<file path="config.mk">
export PLATFORM = sky130hd
export DESIGN_NAME = pio_trio_port
export DESIGN_NICKNAME = d
export VERILOG_FILES = /design/src/rtl/pio_trio_pkg.sv /design/src/rtl/pio_sync2.sv /design/src/rtl/pio_regfile.sv /design/src/rtl/pio_override_fsm.sv /design/src/rtl/pio_trio_port.sv
export SDC_FILE = /design/constraint.sdc
export NUM_CORES = 1
export LEC_CHECK = 0
export ABC_AREA = 1
export CORE_UTILIZATION = 37
export DETAILED_ROUTE_END_ITERATION = 8
export PLACE_DENSITY = 0.88
export SLEW_MARGIN = 15
export SYNTH_ARGS = -nofsm -noshare
export SYNTH_HDL_FRONTEND = slang
export SYNTH_SLANG_ARGS = --single-unit
</file>
<file path="constraint.sdc">
create_clock -name clk -period 1.7 [get_ports clk]
set_clock_uncertainty 0.15 [all_clocks]
set_input_delay 0.425 -clock clk [delete_from_list [all_inputs] [get_ports clk]]
set_output_delay 0.425 -clock clk [all_outputs]
set_load 0.03 [all_outputs]
</file>
<file path="src/rtl/pio_trio_pkg.sv">
package pio_trio_pkg;
    typedef enum logic [1:0] {
        OV_IDLE    = 2'd0,
        OV_OWNED   = 2'd1,
        OV_LOCKOUT = 2'd2
    } ov_state_t;

    localparam logic ADDR_DIR = 1'b0;
    localparam logic ADDR_DAT = 1'b1;
endpackage

</file>
<file path="src/rtl/pio_sync2.sv">
module pio_sync2 #(
    parameter int unsigned W = 3
) (
    input  logic         clk,
    input  logic         rst_n,
    input  logic [W-1:0] d_async,
    output logic [W-1:0] d_sync
);
    logic [W-1:0] stage1_q;
    logic [W-1:0] stage2_q;

    always_ff @(posedge clk or negedge rst_n) begin
        if (!rst_n) begin
            stage1_q <= '0;
            stage2_q <= '0;
        end else begin
            stage1_q <= d_async;
            stage2_q <= stage1_q;
        end
    end

    assign d_sync = stage2_q;

    // the synchronized value is the raw input from two edges back
    assert_two_stage_R6: assert property (@(posedge clk) disable iff (!rst_n)
        $past(rst_n) |=> d_sync == $past(d_async, 2));
endmodule

</file>
<file path="src/rtl/pio_regfile.sv">
module pio_regfile
    import pio_trio_pkg::*;
#(
    parameter int unsigned       PIN_N   = 3,
    parameter int unsigned       REG_W   = 8,
    parameter logic [REG_W-1:0]  RST_VAL = 8'hF8
) (
    input  logic             clk,
    input  logic             rst_n,
    input  logic             hw_stby,
    input  logic             wr_en,
    input  logic             wr_addr,
    input  logic [REG_W-1:0] wr_data,
    output logic [PIN_N-1:0] dir_q,
    output logic [PIN_N-1:0] dat_q
);
    localparam logic [PIN_N-1:0] LOW_RST = RST_VAL[PIN_N-1:0];

    always_ff @(posedge clk or negedge rst_n) begin
        if (!rst_n) begin
            dir_q <= LOW_RST;
            dat_q <= LOW_RST;
        end else if (hw_stby) begin
            dir_q <= LOW_RST;
            dat_q <= LOW_RST;
        end else if (wr_en) begin
            if (wr_addr == ADDR_DIR) dir_q <= wr_data[PIN_N-1:0];
            else                     dat_q <= wr_data[PIN_N-1:0];
        end
    end

    // hardware standby reloads both registers regardless of a write
    assert_hw_reload_R3: assert property (@(posedge clk) disable iff (!rst_n)
        hw_stby |=> (dir_q == LOW_RST) && (dat_q == LOW_RST));

    // without a write or hardware standby nothing changes
    assert_hold_R4: assert property (@(posedge clk) disable iff (!rst_n)
        (!hw_stby && !wr_en) |=> $stable(dir_q) && $stable(dat_q));
endmodule

</file>
<file path="src/rtl/pio_override_fsm.sv">
module pio_override_fsm
    import pio_trio_pkg::*;
(
    input  logic clk,
    input  logic rst_n,
    input  logic hw_stby,
    input  logic sw_stby,
    input  logic claim,
    output logic active
);
    ov_state_t state_q;
    ov_state_t state_d;

    always_ff @(posedge clk or negedge rst_n) begin
        if (!rst_n) state_q <= OV_IDLE;
        else        state_q <= state_d;
    end

    always_comb begin
        state_d = state_q;
        if (hw_stby) begin
            state_d = OV_IDLE;                               // hw_clear
        end else begin
            unique case (state_q)
                OV_IDLE:    if (claim && !sw_stby) state_d = OV_OWNED;  // grant
                OV_OWNED:   if (sw_stby)           state_d = OV_LOCKOUT; // revoke
                            else if (!claim)       state_d = OV_IDLE;    // yield
                OV_LOCKOUT: if (!claim && !sw_stby) state_d = OV_IDLE;   // rearm
                default:    state_d = OV_IDLE;
            endcase
        end
    end

    always_comb begin
        active = (state_q == OV_OWNED);
    end

    // software standby revokes ownership at the next edge
    assert_revoke_R10: assert property (@(posedge clk) disable iff (!rst_n)
        sw_stby |=> !active);

    // after a revoke, a held claim is not granted again
    assert_lockout_R10: assert property (@(posedge clk) disable iff (!rst_n)
        (state_q == OV_LOCKOUT && claim) |=> !active);

    // hardware standby returns the machine to IDLE
    assert_hw_clear_R11: assert property (@(posedge clk) disable iff (!rst_n)
        hw_stby |=> state_q == OV_IDLE);
endmodule

</file>
<file path="src/rtl/pio_trio_port.sv">
module pio_trio_port
    import pio_trio_pkg::*;
#(
    parameter int unsigned      PIN_N   = 3,
    parameter int unsigned      REG_W   = 8,
    parameter logic [REG_W-1:0] RST_VAL = 8'hF8
) (
    input  logic             clk,
    input  logic             rst_n,
    input  logic             hw_stby,
    input  logic             sw_stby,
    input  logic             bus_cs,
    input  logic             bus_we,
    input  logic             bus_re,
    input  logic             bus_addr,
    input  logic [REG_W-1:0] bus_wdata,
    output logic [REG_W-1:0] bus_rdata,
    input  logic [PIN_N-1:0] pin_in,
    output logic [PIN_N-1:0] pin_oe,
    output logic [PIN_N-1:0] pin_do,
    input  logic             per_claim,
    input  logic [PIN_N-1:0] per_mask,
    input  logic [PIN_N-1:0] per_oe,
    input  logic [PIN_N-1:0] per_do,
    output logic             per_active
);
    localparam int unsigned RSV_W = REG_W - PIN_N;

    logic [PIN_N-1:0] dir_q;
    logic [PIN_N-1:0] dat_q;
    logic [PIN_N-1:0] pin_sync;
    logic [PIN_N-1:0] rd_bits;
    logic             wr_en;
    logic             rd_en;

    assign wr_en = bus_cs && bus_we;
    assign rd_en = bus_cs && bus_re;

    pio_sync2 #(.W(PIN_N)) u_sync (
        .clk     (clk),
        .rst_n   (rst_n),
        .d_async (pin_in),
        .d_sync  (pin_sync)
    );

    pio_regfile #(.PIN_N(PIN_N), .REG_W(REG_W), .RST_VAL(RST_VAL)) u_regs (
        .clk     (clk),
        .rst_n   (rst_n),
        .hw_stby (hw_stby),
        .wr_en   (wr_en),
        .wr_addr (bus_addr),
        .wr_data (bus_wdata),
        .dir_q   (dir_q),
        .dat_q   (dat_q)
    );

    pio_override_fsm u_own (
        .clk     (clk),
        .rst_n   (rst_n),
        .hw_stby (hw_stby),
        .sw_stby (sw_stby),
        .claim   (per_claim),
        .active  (per_active)
    );

    for (genvar i = 0; i < PIN_N; i++) begin : g_pin
        always_comb begin
            rd_bits[i] = dir_q[i] ? dat_q[i] : pin_sync[i];
            if (per_active && per_mask[i]) begin
                pin_oe[i] = per_oe[i];
                pin_do[i] = per_do[i];
            end else begin
                pin_oe[i] = dir_q[i];
                pin_do[i] = dat_q[i];
            end
        end
    end

    always_comb begin
        if (!rd_en)                    bus_rdata = '0;
        else if (bus_addr == ADDR_DIR) bus_rdata = '1;
        else                           bus_rdata = {{RSV_W{1'b1}}, rd_bits};
    end

    // reserved bits always read back as ones
    assert_reserved_ones_R7: assert property (@(posedge clk) disable iff (!rst_n)
        rd_en |-> &bus_rdata[REG_W-1:PIN_N]);

    // overridden pins follow the peripheral
    assert_override_pins_R8: assert property (@(posedge clk) disable iff (!rst_n)
        per_active |-> (((pin_oe ^ per_oe) | (pin_do ^ per_do)) & per_mask) == '0);

    // unselected or un-owned pins follow the registers
    assert_reg_pins_R1: assert property (@(posedge clk) disable iff (!rst_n)
        !per_active |-> (pin_oe == dir_q) && (pin_do == dat_q));
endmodule

</file>
==> out/qor.txt <==
Status -> complete, but fails checks
Violations in the final reports -> setup timing
Most used cell along the critical path -> nand2_1
Mapped Area -> 756 um^2
Clk Latency, worst-skew pair -> 0.28 ns
Clock root buffer -> clkbuf_4
CP max stage delay -> 0.41 ns
Initial antenna violation count -> 0
Synth Warn # -> 0
HPWL Detailed -> 1.45 mm
Cell taking the most area after synthesis -> dfrtp_1
Post-synth EDFFs -> 0
Worst Hold Class -> flop to flop
I/O Buffers -> 38
Layout Cell Area excl Fill -> 0.00126 mm^2
Worst hold margin -> 0.201 ns
Lkg Pwr -> 0.711 nW
Crit. End Element -> primary output
Mapped Cells -> 106
Setup violators final -> 8
Clock tree buffer depth -> 2
Most numerous cell in the Yosys netlist -> nand2_1
Max FO, Critical Path -> 10
Top cells by count, synth -> nand2_1 (37), nand3_1 (17), nor2_1 (15)
Largest net degree at the start of global routing -> 15
Fin util -> 0.692
Row count -> 15
Slew margin rel. -> 0.847
Filler cell count -> 147
Die Span Y -> 47.2 um
# nets final -> 183
Placed Cells -> 167
Tightest Pin Transition -> 0.229 ns
CP Data Required Time -> 1.12 ns
Worst slack, placed -> -0.202 ns
Final WS setup -> -0.134 ns
Worst path slowest cell -> dfrtp_1
Power Total -> 0.801 mW
Total congestion overflow -> 0
Final WL -> 1.93 mm
Core footprint -> 0.00182 mm^2
Number of inserted diodes -> 0
First-pass GRT wire length -> 3.23 mm
Cell Chain, Critical Path -> nor2_4 -> buf_12 -> nand2_2 -> nand2_1 -> nand2_1 -> buf_6
CTS tree -> done
Clock Sinks -> 14
Sequential fraction of the synthesis area -> 0.464
Ports -> 44
Vias in the first global route -> 826
Final period util -> 1.08
Setup TNS -> -0.797 ns
FFs w/ async S/R, synth -> 1.00
Worst IR Drop VDD -> 0.493 mV
Vias/cell -> 4.70
Multi-input logic area -> 322 um^2
Ratio of cells with drive above 1 in the final layout -> 0.255
Initial Util -> 0.415
H-Tree Depth -> 1
Post-Syn Nets -> 135
Hold Crit Start -> u_sync.stage1_q[2]
Reg area -> 350 um^2
FF-to-FF Start -> u_own.state_q[0]
RSZ-0062 raised after global routing -> yes
Most area-consuming cells after synthesis -> dfrtp_1 (46%), nand2_1 (18%), nand3_1 (11%)
Final hold vios -> 0
Crit. Startpoint -> u_own.state_q[1]
Area growth from synthesis to layout -> 66.7%
Vias -> 837
# hold bufs at CTS -> 0
Most used flip-flop cell after synthesis -> dfrtp_1
Die area -> 0.00223 mm^2
Max-slew violations -> 0
Share of the synthesized area in the top cell type -> 0.464
First-pass DRT Iterations -> 4
Clock-pin slew on the worst setup and hold paths -> 0.09 ns
Max-cap violation count -> 0
PD cells -> 636 mW/mm^2
Fmax -> 545 MHz
Post-DR wirelength/cell -> 10.9 um
1st-iter DRT viols -> 23
Crit path DAT -> 1.26 ns
Drc violations -> 0
Startpoint Class -> flop
Syn avg cell area -> 7.13 um^2
Yosys reg bits -> 14
Crit Path Class -> flop to primary output
Gpl congestion -> 0.783
Non-filler cells, final -> 178
DIE WIDTH -> 47.2 um
GRT Util Overall -> 0.210
Distinct cells, synth -> 10
CTS Buf Count -> 3
Antenna Nets Post-Route -> 0
Crit path time final -> 1.83 ns
Placed cell areas -> 0.00112 mm^2
==> logic make-up after synthesis <==
kind of cell | after synthesis | share of synthesized area
buf+inv | 20 | 0.134
simple gates | 72 | 0.402
flops | 14 | 0.464
==> state kept, by name, indices dropped and copies added (netlist names) <==
name,count
u_regs.dat_q,3
u_sync.d_sync,3
u_regs.dir_q,3
u_sync.stage1_q,3
u_own.state_q,2
==> worst paths after layout <==
path	depth (start not counted)	slack [ns]	endpoint
min in group asynchronous	2	0.29	u_regs.dat_q[1]
worst min-delay path	0	0.20	u_sync.d_sync[2]
worst min register to register	0	0.20	u_sync.d_sync[2]
worst max-delay path	6	-0.13	pin_oe[1]
worst max register to register	6	0.55	u_own.state_q[0]
max in group asynchronous	2	0.93	u_sync.d_sync[1]
==> worst max-delay path, delay by kind of cell, from the launching register on <==
kind	cells	cell delay, ns
buffers and inverters	2	0.27
flip-flops	1	0.41
AND/OR/NAND/NOR	4	0.28
==> where the power goes <==
group	internal, mW	switching, mW	total [mW]
registers	0.346	0.00828	0.355
clock network	0.130	0.104	0.234
logic	0.105	0.107	0.212
total	0.582	0.219	0.801
==> cells in the final DEF, fill, tap and decap left out, drive strengths merged <==
cell type	synthesis	routed
dlygate4sd2	0	4
nor2	16	16
nand4	1	1
inv	14	14
clkbuf	0	4
dlymetal6s2s	0	2
nand2	38	38
nand3	17	17
clkdlybuf4s50	0	17
buf	6	26
dfrtp	14	14
==> what timing repair did <==
item	CTS	global route
setup endpoints to repair	15	10
gates resized for setup	14	8
pin swaps	2	3
gates cloned	0	0
setup buffers	5	2
hold endpoints to repair	0	0
==> cell type report <==
class                      instances  area share
timing repair buffer              49       0.371
sequential                        14       0.278
multi-input combinational         72       0.255
inverter                          14      0.0417
clock buffer                       4      0.0288
tap                               25      0.0248
==> per-layer routing <==
metal / GRT usage / share of wire / routed length, um
met5: 0 / 0 / 0
met4: 0.137 / 0.023 / 45
met3: 0.0346 / 0.044 / 85
met2: 0.400 / 0.53 / 1030
met1: 0.206 / 0.40 / 776
(Power assumes the default switching activity.)
